[config.mk]
export PLATFORM = sky130hd
export DESIGN_NAME = tamper_supervisor
export DESIGN_NICKNAME = d
export VERILOG_FILES = /design/src/rtl/ts_pkg.sv /design/src/rtl/ts_sync.sv /design/src/rtl/ts_hb_watchdog.sv /design/src/rtl/ts_evt_counter.sv /design/src/rtl/ts_rail_cycler.sv /design/src/rtl/tamper_supervisor.sv
export SDC_FILE = /design/constraint.sdc
export NUM_CORES = 1
export LEC_CHECK = 0
export ABC_AREA = 1
export BUFFER_PORTS_ARGS = -buffer_cell sky130_fd_sc_hd__buf_4
export CAP_MARGIN = 25
export CORE_UTILIZATION = 30
export DETAILED_ROUTE_END_ITERATION = 7
export HOLD_SLACK_MARGIN = 0.03
export PLACE_DENSITY = 0.49
export SLEW_MARGIN = 0
export SYNTH_ARGS = -nofsm -noshare
export SYNTH_HDL_FRONTEND = slang
export SYNTH_SLANG_ARGS = --single-unit
[constraint.sdc]
create_clock -name clk -period 3.25 [get_ports clk]
set_clock_uncertainty 0.1 [all_clocks]
set_input_delay 0.65 -clock clk [delete_from_list [all_inputs] [get_ports clk]]
set_output_delay 0.65 -clock clk [all_outputs]
set_load 0.05 [all_outputs]
[src/rtl/ts_pkg.sv]
package ts_pkg;
   typedef enum logic [3:0] {
      ST_BOOT     = 4'd0,
      ST_UNLOCK   = 4'd1,
      ST_KEYLOAD  = 4'd2,
      ST_RELOCK   = 4'd3,
      ST_WATCH    = 4'd4,
      ST_CRC_HIT  = 4'd5,
      ST_CLK_LOST = 4'd6,
      ST_RELOAD   = 4'd7,
      ST_LOCKOUT  = 4'd8
   } sup_state_e;
endpackage

[src/rtl/ts_sync.sv]
module ts_sync #(
   parameter int STAGES = 2
) (
   input  logic clk,
   input  logic rst_n,
   input  logic d,
   output logic q
);
   if (STAGES < 2) begin : g_bad_stages
      $error("ts_sync: STAGES must be at least 2");
   end

   logic [STAGES-1:0] chain;

   always_ff @(posedge clk or negedge rst_n) begin
      if (!rst_n) chain <= '0;
      else        chain <= {chain[STAGES-2:0], d};
   end

   assign q = chain[STAGES-1];
endmodule

[src/rtl/ts_hb_watchdog.sv]
module ts_hb_watchdog #(
   parameter int TIMEOUT = 32
) (
   input  logic clk,
   input  logic rst_n,
   input  logic arm,
   input  logic hb_sync,
   output logic timeout
);
   localparam int CW = $clog2(TIMEOUT + 1);

   if (TIMEOUT < 4) begin : g_bad_timeout
      $error("ts_hb_watchdog: TIMEOUT must be at least 4");
   end

   logic          hb_prev;
   logic [CW-1:0] remain;
   logic          hb_edge;

   assign hb_edge = hb_sync ^ hb_prev;

   always_ff @(posedge clk or negedge rst_n) begin
      if (!rst_n) begin
         hb_prev <= 1'b0;
         remain  <= CW'(TIMEOUT);
      end else begin
         hb_prev <= hb_sync;
         if (!arm || hb_edge)  remain <= CW'(TIMEOUT);
         else if (remain != '0) remain <= remain - 1'b1;
      end
   end

   assign timeout = arm && (remain == '0);
endmodule

[src/rtl/ts_evt_counter.sv]
module ts_evt_counter #(
   parameter int LIMIT = 3
) (
   input  logic clk,
   input  logic rst_n,
   input  logic clr,
   input  logic inc,
   output logic at_limit
);
   localparam int CW = $clog2(LIMIT + 1);

   if (LIMIT < 1) begin : g_bad_limit
      $error("ts_evt_counter: LIMIT must be at least 1");
   end

   logic [CW-1:0] count;

   always_ff @(posedge clk or negedge rst_n) begin
      if (!rst_n)                          count <= '0;
      else if (clr)                        count <= '0;
      else if (inc && count != CW'(LIMIT)) count <= count + 1'b1;
   end

   assign at_limit = (count == CW'(LIMIT));
endmodule

[src/rtl/ts_rail_cycler.sv]
module ts_rail_cycler #(
   parameter int OFF_CYCLES = 16
) (
   input  logic clk,
   input  logic rst_n,
   input  logic go,
   output logic rail_en,
   output logic restored
);
   localparam int CW = $clog2(OFF_CYCLES + 1);

   if (OFF_CYCLES < 1) begin : g_bad_off
      $error("ts_rail_cycler: OFF_CYCLES must be at least 1");
   end

   logic [CW-1:0] held;

   always_ff @(posedge clk or negedge rst_n) begin
      if (!rst_n)                         held <= '0;
      else if (!go)                       held <= '0;
      else if (held != CW'(OFF_CYCLES))   held <= held + 1'b1;
   end

   assign rail_en  = !(go && held != CW'(OFF_CYCLES));
   assign restored = go && held == CW'(OFF_CYCLES);
endmodule

[src/rtl/tamper_supervisor.sv]
module tamper_supervisor #(
   parameter int RAIL_OFF_CYCLES = 16,
   parameter int HB_TIMEOUT      = 32,
   parameter int CRC_LIMIT       = 3,
   parameter int BLINK_HALF      = 8,
   parameter int SYNC_STAGES     = 2
) (
   input  logic clk,
   input  logic rst_n,
   input  logic restart_req,
   input  logic por_done,
   input  logic tgt_status,
   input  logic tgt_crc_err,
   input  logic tgt_heartbeat,
   input  logic init_done,
   input  logic cfg_error,
   input  logic pgm_btn,
   output logic jtag_unlock_req,
   output logic key_prog_req,
   output logic rail_en,
   output logic loader_req,
   output logic cfg_clear_n,
   output logic led_run,
   output logic led_osc,
   output logic led_crc
);
   import ts_pkg::*;

   localparam int BW = $clog2(BLINK_HALF + 1);

   if (BLINK_HALF < 2) begin : g_bad_blink
      $error("tamper_supervisor: BLINK_HALF must be at least 2");
   end

   sup_state_e state_q, state_d;

   logic status_s, crc_s, hb_s;
   logic status_prev, crc_prev;
   logic status_rise, crc_rise;
   logic hb_timeout, crc_at_limit;
   logic rail_restored;
   logic [BW-1:0] blink_cnt;
   logic blink_on;

   ts_sync #(.STAGES(SYNC_STAGES)) u_sync_status (
      .clk(clk), .rst_n(rst_n), .d(tgt_status), .q(status_s));
   ts_sync #(.STAGES(SYNC_STAGES)) u_sync_crc (
      .clk(clk), .rst_n(rst_n), .d(tgt_crc_err), .q(crc_s));
   ts_sync #(.STAGES(SYNC_STAGES)) u_sync_hb (
      .clk(clk), .rst_n(rst_n), .d(tgt_heartbeat), .q(hb_s));

   always_ff @(posedge clk or negedge rst_n) begin
      if (!rst_n) begin
         status_prev <= 1'b0;
         crc_prev    <= 1'b0;
      end else begin
         status_prev <= status_s;
         crc_prev    <= crc_s;
      end
   end

   assign status_rise = status_s && !status_prev;
   assign crc_rise    = crc_s && !crc_prev;

   ts_hb_watchdog #(.TIMEOUT(HB_TIMEOUT)) u_wdog (
      .clk(clk), .rst_n(rst_n), .arm(state_q == ST_WATCH),
      .hb_sync(hb_s), .timeout(hb_timeout));

   ts_evt_counter #(.LIMIT(CRC_LIMIT)) u_crc_cnt (
      .clk(clk), .rst_n(rst_n), .clr(restart_req),
      .inc(crc_rise && state_q == ST_WATCH), .at_limit(crc_at_limit));

   ts_rail_cycler #(.OFF_CYCLES(RAIL_OFF_CYCLES)) u_rail (
      .clk(clk), .rst_n(rst_n), .go(state_q == ST_RELOCK),
      .rail_en(rail_en), .restored(rail_restored));

   always_comb begin
      state_d = state_q;
      unique case (state_q)
         ST_BOOT:     if (por_done) state_d = ST_UNLOCK;
         ST_UNLOCK:   if (status_rise) state_d = ST_KEYLOAD;
         ST_KEYLOAD:  if (status_rise) state_d = ST_RELOCK;
         ST_RELOCK: begin
            if (cfg_error && rail_restored)      state_d = ST_LOCKOUT;
            else if (rail_restored && init_done) state_d = ST_WATCH;
         end
         ST_WATCH: begin
            if (crc_rise)        state_d = crc_at_limit ? ST_LOCKOUT : ST_CRC_HIT;
            else if (hb_timeout) state_d = ST_CLK_LOST;
         end
         ST_CRC_HIT, ST_CLK_LOST: if (pgm_btn) state_d = ST_RELOAD;
         ST_RELOAD: begin
            if (cfg_error)      state_d = ST_LOCKOUT;
            else if (init_done) state_d = ST_WATCH;
         end
         ST_LOCKOUT:  state_d = ST_LOCKOUT;
         default:     state_d = ST_BOOT;
      endcase
      if (restart_req) state_d = ST_BOOT;
   end

   always_ff @(posedge clk or negedge rst_n) begin
      if (!rst_n) state_q <= ST_BOOT;
      else        state_q <= state_d;
   end

   always_ff @(posedge clk or negedge rst_n) begin
      if (!rst_n) begin
         blink_cnt <= '0;
         blink_on  <= 1'b1;
      end else if (state_q != ST_LOCKOUT) begin
         blink_cnt <= '0;
         blink_on  <= 1'b1;
      end else if (blink_cnt == BW'(BLINK_HALF - 1)) begin
         blink_cnt <= '0;
         blink_on  <= !blink_on;
      end else begin
         blink_cnt <= blink_cnt + 1'b1;
      end
   end

   assign jtag_unlock_req = (state_q == ST_UNLOCK);
   assign key_prog_req    = (state_q == ST_KEYLOAD);
   assign loader_req      = (state_q == ST_RELOAD) || rail_restored;
   assign cfg_clear_n     = !(state_q == ST_CRC_HIT || state_q == ST_CLK_LOST);
   assign led_run         = (state_q == ST_WATCH)    || (state_q == ST_LOCKOUT && blink_on);
   assign led_osc         = (state_q == ST_CLK_LOST) || (state_q == ST_LOCKOUT && blink_on);
   assign led_crc         = (state_q == ST_CRC_HIT);
endmodule

==> results.py, run 1 <==
metrics = {
    "finish": {
        "post-route-util": 0.387,
        "area_delta_synth_final_pct": 20.2,
        "drive_above_1_share": 0.175,
        "fill_cells": 535,
        "final_common_cell": "nand2_1",
        "fin_area_um2": 1890,
        "n_antenna_cell": 0,
        "layout.nets": 226,
        "instances_no_fill": 278,
        "layout_common_cells": "40 x nand2_1, 29 x inv_1, 29 x dfrtp_1",
    },
    "worst_setup_path": {
        "cp_top_family": "simple AND/OR/NAND/NOR gates",
        "max_stage_delay_ps": 410,
        "regToRegSetupSlack_ps": 1590,
        "crit_fanout": 5,
        "crit_top_cell": "nand2_1",
        "crit_buf_inv": 2,
        "cp-end-kind": "output port",
        "worstPathRequired_ps": 2500,
        "cp.arrival_ps": 1740,
        "worstSetupPathType": "reg2out",
        "path_cells": "nor2_1 > inv_1 > nor3_2 > nand2_1 > nand2_1 > buf_4",
        "crit_path_top_delay_cell": "dfrtp_1",
        "worst_setup_path_start_kind": "register",
    },
    "floorplanning": {
        "core_um2": 4880,
        "num_io_pins": 18,
        "dieArea_um2": 5530,
        "start_util": 0.322,
        "rows": 25,
        "die_width_um": 74.4,
        "die_height_um": 74.4,
    },
    "place": {
        "placed_cell_area_um2": 1780,
        "dp_worst_setup_slack_ps": 1050,
        "routabilityCongestion": 0.787,
        "dpl.cell_count": 270,
        "dp_hpwl_mm": 2.30,
        "port_buffers": 17,
    },
    "synthesis": {
        "synthAdderAreaFrac": 0.0478,
        "syn_area_per_cell_um2": 8.45,
        "synth_compound_area_frac": 0.0502,
        "ys_types": 27,
        "synth_nets": 202,
        "yosys_warnings": 0,
        "synth_top_family_by_area": "simple AND/OR/NAND/NOR gates",
        "yosys.area_share.simple": 0.285,
        "synth_cells": 186,
        "synth_mux_area_frac": 0,
        "yosysSeqAreaShare": 0.495,
        "ys_ff_latch": 31,
        "yosys.area_share.xor_xnor": 0.0502,
        "synth_area_um2": 1570,
    },
    "route": {
        "routedWlPerCell_um": 10.8,
        "drt_first_pass_iters": 4,
        "finalWirelength_mm": 3.01,
        "antenna_left": 0,
        "num_vias": 1185,
        "viasPerCell": 4.26,
        "drc_errors": 0,
        "drtIter0Drc": 50,
    },
    "global_route": {
        "grt_pass1_wl_mm": 5.15,
        "antenna_found_initial": 0,
        "grt_usage": 0.128,
        "first_global_vias": 1134,
        "gr-total-overflow": 0,
        "grt_max_degree": 32,
    },
    "timing": {
        "fin_crit_sh": 0.765,
        "maxSlewViolCount": 0,
        "setup_violations": 0,
        "finalCriticalPeriod_ps": 2490,
        "setup_slack_ps": 763,
        "relSlewSlack": 0.741,
        "worst_pin_slew_ps": 388,
        "timing.hold.ws_ps": 193,
        "fmax_mhz": 402,
        "finalHoldViolations": 0,
        "fin_setup_tns_ps": 0,
        "rsz0062_at_grt": "false",
    },
    "clock_network": {
        "post_cts_buffers": 0,
        "numCtsBuffers": 5,
        "clk_pin_slew_worst_paths_ps": 70,
        "cts_max_level": 2,
        "cts_buffer_depth": 2,
        "cts.sinks": 31,
        "ctsHoldBuffers": 0,
        "postCtsResizedCells": 0,
        "cts_root_buf": "clkbuf_8",
        "cts_tree": "yes",
        "clk-insertion-delay-late_ps": 280,
    },
    "flow_run": {
        "maxCapViolCount": 0,
    },
    "pwr": {
        "power_leakage_nw": 1.00,
        "vdd_drop_max_v": 0.000266,
        "finalPower_mw": 1.12,
        "power_density_nw_per_um2": 595,
    },
    "worst_hold_path": {
        "min-delay-path-class": "in2async",
    },
    "status": {
        "outcome": "finished clean",
    },
}
worst register-to-register path: stages (launching register included):
cell     delay [ps]
dfrtp_1         380
inv_1           120
ha_1            160
nand4_1         210
nand2_1         130
nand2_1          60
nor2_2          160
nand2_2          90
nand3_1          70
nand2_1          50
cell type report:
type	count	area (um^2)	share of cell area
Clock inverter	1	30.0	0.0159
Timing Repair Buffer	17	128	0.0675
Sequential cell	31	778	0.412
Clock buffer	7	76.3	0.0404
Inverter	30	113	0.0596
Multi-Input combinational cell	125	681	0.360
Tap cell	67	83.8	0.0444
power by group:
part           internal (mW)  switching, mW  leakage [nW]  total [mW]
clock                  0.229          0.137        0.0524       0.366
sequential             0.412         0.0221         0.404       0.434
combinational          0.101          0.223         0.547       0.323
path summary, 6_finish.rpt:
path,cells after the start,to,from
setup / recovery,6,led_osc,state_q[1]$_DFFE_PN0P_
hold / removal,1,status_prev$_DFF_PN0_,rst_n
setup reg to reg,9,state_q[0]$_DFFE_PN0P_,u_wdog.remain[0]$_DFFE_PN0P_
hold reg to reg,0,u_sync_hb.chain[1]$_DFF_PN0_,u_sync_hb.chain[0]$_DFF_PN0_
max in group asynchronous,1,blink_on$_DFFE_PN1P_,rst_n
min in group clk,0,u_sync_hb.chain[1]$_DFF_PN0_,u_sync_hb.chain[0]$_DFF_PN0_
Yosys cell counts (all sizes together):
master / instances / area share
and2: 1 / 0.0040
or2: 1 / 0.0040
nor3: 3 / 0.013
ha: 6 / 0.048
a21oi: 4 / 0.020
nand3b: 1 / 0.0048
nand2: 42 / 0.11
nand4: 6 / 0.024
o22ai: 1 / 0.0040
nand3: 14 / 0.048
dfstp: 2 / 0.033
nor2: 30 / 0.081
o21ai: 6 / 0.021
xor2: 8 / 0.045
xnor2: 1 / 0.0056
a211oi: 1 / 0.0048
inv: 30 / 0.072
dfrtp: 29 / 0.46
metal layers:
layer,vias to the layer above,GRT usage,wire length (um)
met4,0,0.0566,60
met3,5,0.0393,105
li1,632,-,-
met1,532,0.178,1520
met5,-,0,0
met2,16,0.184,1320
flip-flops by register name, summed over array words and instances, names as in the netlist:
| name | flops |
|---|---|
| u_sync_hb.chain | 2 |
| state_q | 4 |
| u_sync_crc.chain | 2 |
| u_sync_status.chain | 2 |
| u_wdog.hb_prev | 1 |
| blink_on | 1 |
| u_rail.held | 5 |
| u_crc_cnt.count | 2 |
| u_wdog.remain | 6 |
| crc_prev | 1 |
| status_prev | 1 |
| blink_cnt | 4 |
logic make-up (layout without fill, tap and decap cells):
| group | count (synthesis) | after routing |
|---|---|---|
| simple gates | 98 | 98 |
| fa+ha+maj | 6 | 6 |
| buf+inv | 30 | 55 |
| flops | 31 | 31 |
| compound gates | 12 | 12 |
| xor+xnor | 9 | 9 |
(Power assumes the default switching activity.)
==> run 2, diff against run 1 <==
Settings changed: PLACE_DENSITY 0.49 to 0.5.
Clock period 3.25 ns to 1.99 ns, I/O delays scaled along.
==> results.py, run 2 (synthesized netlist as in run 1, its figures left out) <==
metrics = {
    "timing": {
        "fin_crit_sh": 0.984,
        "maxSlewViolCount": 0,
        "worst_pin_slew_ps": 405,
        "rsz0062_at_grt": "true",
        "finalCriticalPeriod_ps": 1960,
        "fin_setup_tns_ps": 0,
        "setup_slack_ps": 31.4,
        "fmax_mhz": 511,
        "finalHoldViolations": 0,
        "setup_violations": 0,
        "relSlewSlack": 0.730,
    },
    "global_route": {
        "antenna_found_initial": 0,
        "grt_pass1_wl_mm": 5.23,
        "grt_max_degree": 32,
        "first_global_vias": 1175,
        "gr-total-overflow": 0,
        "grt_usage": 0.131,
    },
    "worst_setup_path": {
        "reg2reg_depth": 9,
        "regToRegSetupSlack_ps": 330,
        "r2r_end": "state_q[2]$_DFFE_PN0P_",
        "cp-end-kind": "output port",
        "crit_fanout": 5,
        "worstSetupPathType": "reg2out",
        "r2r_start": "u_wdog.remain[0]$_DFFE_PN0P_",
        "worstPathRequired_ps": 1490,
        "cp.arrival_ps": 1460,
        "worst_setup_path_start_kind": "register",
    },
    "place": {
        "dp_hpwl_mm": 2.37,
        "dp_worst_setup_slack_ps": 265,
        "port_buffers": 17,
        "routabilityCongestion": 0.811,
    },
    "worst_hold_path": {
        "min-delay-start": "tgt_status",
        "min-delay-path-class": "in2reg",
        "min_path_cells": 1,
        "min_delay_worst_endpoint": "u_sync_status.chain[0]$_DFF_PN0_",
    },
    "clock_network": {
        "cts.sinks": 31,
        "cts_buffer_depth": 2,
        "clk-insertion-delay-late_ps": 280,
        "clk_pin_slew_worst_paths_ps": 70,
        "cts_root_buf": "clkbuf_8",
        "cts_max_level": 2,
        "numCtsBuffers": 5,
        "cts_tree": "yes",
    },
    "floorplanning": {
        "die_width_um": 74.4,
        "die_height_um": 74.4,
        "core_um2": 4880,
        "start_util": 0.322,
        "rows": 25,
        "dieArea_um2": 5530,
        "num_io_pins": 18,
    },
    "finish": {
        "layout.nets": 234,
        "largest_reg_flops": 6,
        "top_regs": "u_wdog.remain: 6 flops, u_rail.held: 5 flops",
        "regMostFlops": "u_wdog.remain",
        "final_common_cell": "nand2_1",
        "drive_above_1_share": 0.260,
        "n_antenna_cell": 0,
        "area_delta_synth_final_pct": 26.3,
        "layout_common_cells": "36 x nand2_1, 27 x inv_1, 27 x dfrtp_1",
    },
    "flow_run": {
        "maxCapViolCount": 0,
    },
    "route": {
        "drc_errors": 0,
        "top_layer": "met4",
        "finalWirelength_mm": 3.26,
        "drt_first_pass_iters": 6,
        "routedWlPerCell_um": 11.4,
        "route.met2.wl_mm": 1.52,
        "viasPerCell": 4.31,
        "antenna_left": 0,
        "wl_met3_um": 110,
        "num_vias": 1234,
        "wl_met1_mm": 1.59,
        "drtIter0Drc": 53,
    },
    "pwr": {
        "vdd_drop_max_v": 0.000480,
        "p_sw_frac": 0.377,
        "power.internal_mw": 1.14,
        "p_sw_mw": 0.687,
        "pwr-share-seq": 0.398,
        "power_leakage_nw": 1.03,
        "pwr-share-clk": 0.263,
        "power_density_nw_per_um2": 918,
        "pwr-share-comb": 0.339,
    },
    "status": {
        "outcome": "finished clean",
    },
}
-- run 2: worst max-delay path by stage --
stage | startpoint | end | cells after the start
after floorplan | state_q[1]$_DFFE_PN0P_ | led_osc | 5
after CTS | u_rail.held[0]$_DFFE_PN0P_ | loader_req | 7
after global routing | state_q[0]$_DFFE_PN0P_ | led_osc | 6
after detailed placement | state_q[2]$_DFFE_PN0P_ | loader_req | 6
final | state_q[0]$_DFFE_PN0P_ | led_osc | 6
after global placement | state_q[2]$_DFFE_PN0P_ | loader_req | 6
-- run 2: per-layer routing --
| metal | vias to the layer above | track usage |
|---|---|---|
| met5 | - | 0 |
| met4 | 0 | 0.0629 |
| met3 | 4 | 0.0366 |
| met2 | 21 | 0.200 |
| met1 | 567 | 0.170 |
| li1 | 642 | - |
-- run 2: repair_timing --
item                                    CTS  global route
gates resized for setup                   2            17
hold buffers                              1             0
pin swaps                                 1             6
setup buffers                             1             4
endpoints found under the setup margin    2             4
cloned                                    0             0
endpoints found under the hold margin    29             0
-- run 2: critical path: stages, from the launching register on --
cell     delay, ps
dfrtp_2        450
nor2_4         130
inv_2           60
nor3_4         210
nand2_2        100
nand2_1         80
buf_6          160
-- run 2: stage by stage --
step	cells	hold slack, ps	power [mW]	cell area [um^2]	utilization
after CTS	282	117	1.78	1910	0.391
after global routing	286	108	1.94	1980	0.407
after global placement	272	236	1.29	1800	0.368
final	286	127	1.82	1980	0.407
after floorplan	186	2.41	1.11	1570	-
after detailed placement	272	236	1.28	1800	0.368
-- run 2: cell type report --
cell class | count | area (um^2)
Tap cell | 67 | 83.8
Timing Repair Buffer | 25 | 205
Fill cell | 541 | 2900
Clock inverter | 2 | 12.5
Inverter | 30 | 113
Sequential cell | 31 | 781
Clock buffer | 6 | 72.6
Multi-Input combinational cell | 125 | 717
-- run 2: power groups by stage --
stage / combinational [mW] / sequential [mW] / clock (mW)
after floorplan: 0.400 / 0.713 / 0
after global placement: 0.569 / 0.720 / 0
after detailed placement: 0.562 / 0.722 / 0
after CTS: 0.573 / 0.710 / 0.501
after global routing: 0.675 / 0.729 / 0.535
final: 0.617 / 0.725 / 0.480
==> run 3, diff against run 2 <==
Settings changed: CORE_ASPECT_RATIO from default to 2, CORE_MARGIN from default to 8.
==> results.py, run 3 (synthesized netlist as in run 1, its figures left out) <==
metrics = {
    "status": {
        "outcome": "finished clean",
    },
    "place": {
        "routabilityCongestion": 0.883,
        "dpl.cell_count": 264,
        "dp_hpwl_mm": 2.74,
        "port_buffers": 17,
        "dp_worst_setup_slack_ps": 238,
    },
    "global_route": {
        "antenna_found_initial": 0,
        "first_global_vias": 1348,
        "grt_max_degree": 32,
        "grt_pass1_wl_mm": 5.90,
        "gr-total-overflow": 0,
        "grt_usage": 0.0985,
    },
    "worst_hold_path": {
        "min-delay-path-class": "in2reg",
        "min_path_cells": 1,
        "min-delay-start": "tgt_heartbeat",
    },
    "pwr": {
        "pwr-share-clk": 0.316,
        "pwr-share-seq": 0.364,
        "p_sw_mw": 0.696,
        "vdd_drop_max_v": 0.000484,
        "power.internal_mw": 1.27,
        "power_leakage_nw": 1.07,
        "pwr-share-comb": 0.320,
        "p_sw_frac": 0.354,
        "power_density_nw_per_um2": 973,
    },
    "floorplanning": {
        "die_width_um": 67.2,
        "start_util": 0.309,
        "die_height_um": 118,
        "core_um2": 5090,
        "dieArea_um2": 7950,
        "num_io_pins": 18,
        "rows": 37,
    },
    "timing": {
        "rsz0062_at_grt": "true",
        "relSlewSlack": 0.732,
        "setup_violations": 0,
        "finalCriticalPeriod_ps": 1960,
        "timing.hold.ws_ps": 112,
        "setup_slack_ps": 28.4,
        "finalHoldViolations": 0,
        "fmax_mhz": 510,
        "fin_crit_sh": 0.986,
        "maxSlewViolCount": 0,
        "worst_pin_slew_ps": 403,
    },
    "worst_setup_path": {
        "r2r_start": "state_q[2]$_DFFE_PN0P_",
        "worstSetupPathType": "reg2out",
        "crit_start": "state_q[1]$_DFFE_PN0P_",
        "cp.arrival_ps": 1460,
        "worstPathRequired_ps": 1490,
        "cp-end-kind": "output port",
        "crit_fanout": 5,
        "worst_setup_path_start_kind": "register",
        "reg2reg_depth": 7,
    },
    "finish": {
        "top_regs": "u_wdog.remain: 6 flops, u_rail.held: 5 flops",
        "seq_area_um2": 779,
        "regMostFlops": "u_wdog.remain",
        "instances_no_fill": 280,
        "largest_reg_flops": 6,
        "final_common_cell": "nand2_1",
        "multi_input_area_um2": 713,
        "drive_above_1_share": 0.266,
        "layout_common_cells": "35 x nand2_1, 29 x inv_1, 28 x dfrtp_1",
        "n_antenna_cell": 0,
        "layout.nets": 237,
        "area_delta_synth_final_pct": 28.7,
        "fill_cells": 552,
        "post-route-util": 0.397,
    },
    "route": {
        "drc_errors": 0,
        "num_vias": 1270,
        "routedWlPerCell_um": 12.8,
        "antenna_left": 0,
        "wl_met3_um": 121,
        "route.met2.wl_mm": 1.97,
        "viasPerCell": 4.54,
        "finalWirelength_mm": 3.59,
        "drt_first_pass_iters": 3,
        "top_layer": "met4",
        "drtIter0Drc": 25,
        "wl_met1_mm": 1.35,
    },
    "clock_network": {
        "cts_buffer_depth": 2,
        "cts_root_buf": "clkbuf_8",
        "cts_tree": "yes",
        "clk-insertion-delay-late_ps": 290,
        "cts_max_level": 2,
        "numCtsBuffers": 5,
        "cts.sinks": 31,
        "clk_pin_slew_worst_paths_ps": 70,
    },
    "flow_run": {
        "maxCapViolCount": 0,
    },
}
-- run 3: cell count changes in the layout (fill, tap and decap cells not counted), sizes merged --
cell and delta:
clkinvlp -1, clkinv +1, bufinv +1, buf +3, clkbuf -1
-- run 3: power by group through the flow --
stage	Clock [mW]	Sequential (mW)	Combinational (mW)
after floorplan	0	0.713	0.400
after global placement	0	0.720	0.583
after detailed placement	0	0.723	0.578
after CTS	0.648	0.710	0.590
after global routing	0.665	0.721	0.695
final	0.622	0.715	0.630
-- run 3: path summary, 6_finish.rpt --
check / slack (ps) / endpoint
setup reg to reg: 370 / state_q[2]$_DFFE_PN0P_
hold / removal: 110 / u_sync_hb.chain[0]$_DFF_PN0_
min in group asynchronous: 480 / u_wdog.remain[0]$_DFFE_PN0P_
max in group asynchronous: 990 / state_q[0]$_DFFE_PN0P_
setup / recovery: 30 / led_osc
hold reg to reg: 250 / u_sync_crc.chain[1]$_DFF_PN0_
-- run 3: worst max-delay path, stage by stage, from the launching register on --
cell and delay (ps):
dfrtp_1 430, nor2_2 140, inv_1 50, nor3_2 150, nand2_1 130, nand2_1 100
buf_6 160
-- run 3: layer usage --
metal / GRT usage / vias to the layer above
li1: - / 652
met1: 0.0902 / 589
met2: 0.167 / 20
met4: 0.0870 / 0
met5: 0 / -
met3: 0.0255 / 9
-- run 3: through the flow --
step	TNS [ps]	instance area, um^2	total power [mW]
floorplan	0	1570	1.11
global placement	0	1790	1.30
detailed placement	0	1790	1.30
CTS	-13.9	1930	1.95
global route	-81.1	2020	2.08
finish	0	2020	1.97
-- run 3: area by class of cell --
cell class / instances / share of cell area
tap: 58 / 0.0359
inverter: 30 / 0.0557
clock buffer: 5 / 0.0340
clock inverter: 3 / 0.0217
sequential: 31 / 0.386
timing repair buffer: 28 / 0.114
multi-input combinational: 125 / 0.353
-- run 3: repair_timing --
item	in CTS	in global routing
endpoints found under the setup margin	2	5
pin swaps	1	3
resized for setup	3	14
endpoints found under the hold margin	29	0
buffers inserted	1	6
hold buffers	1	0
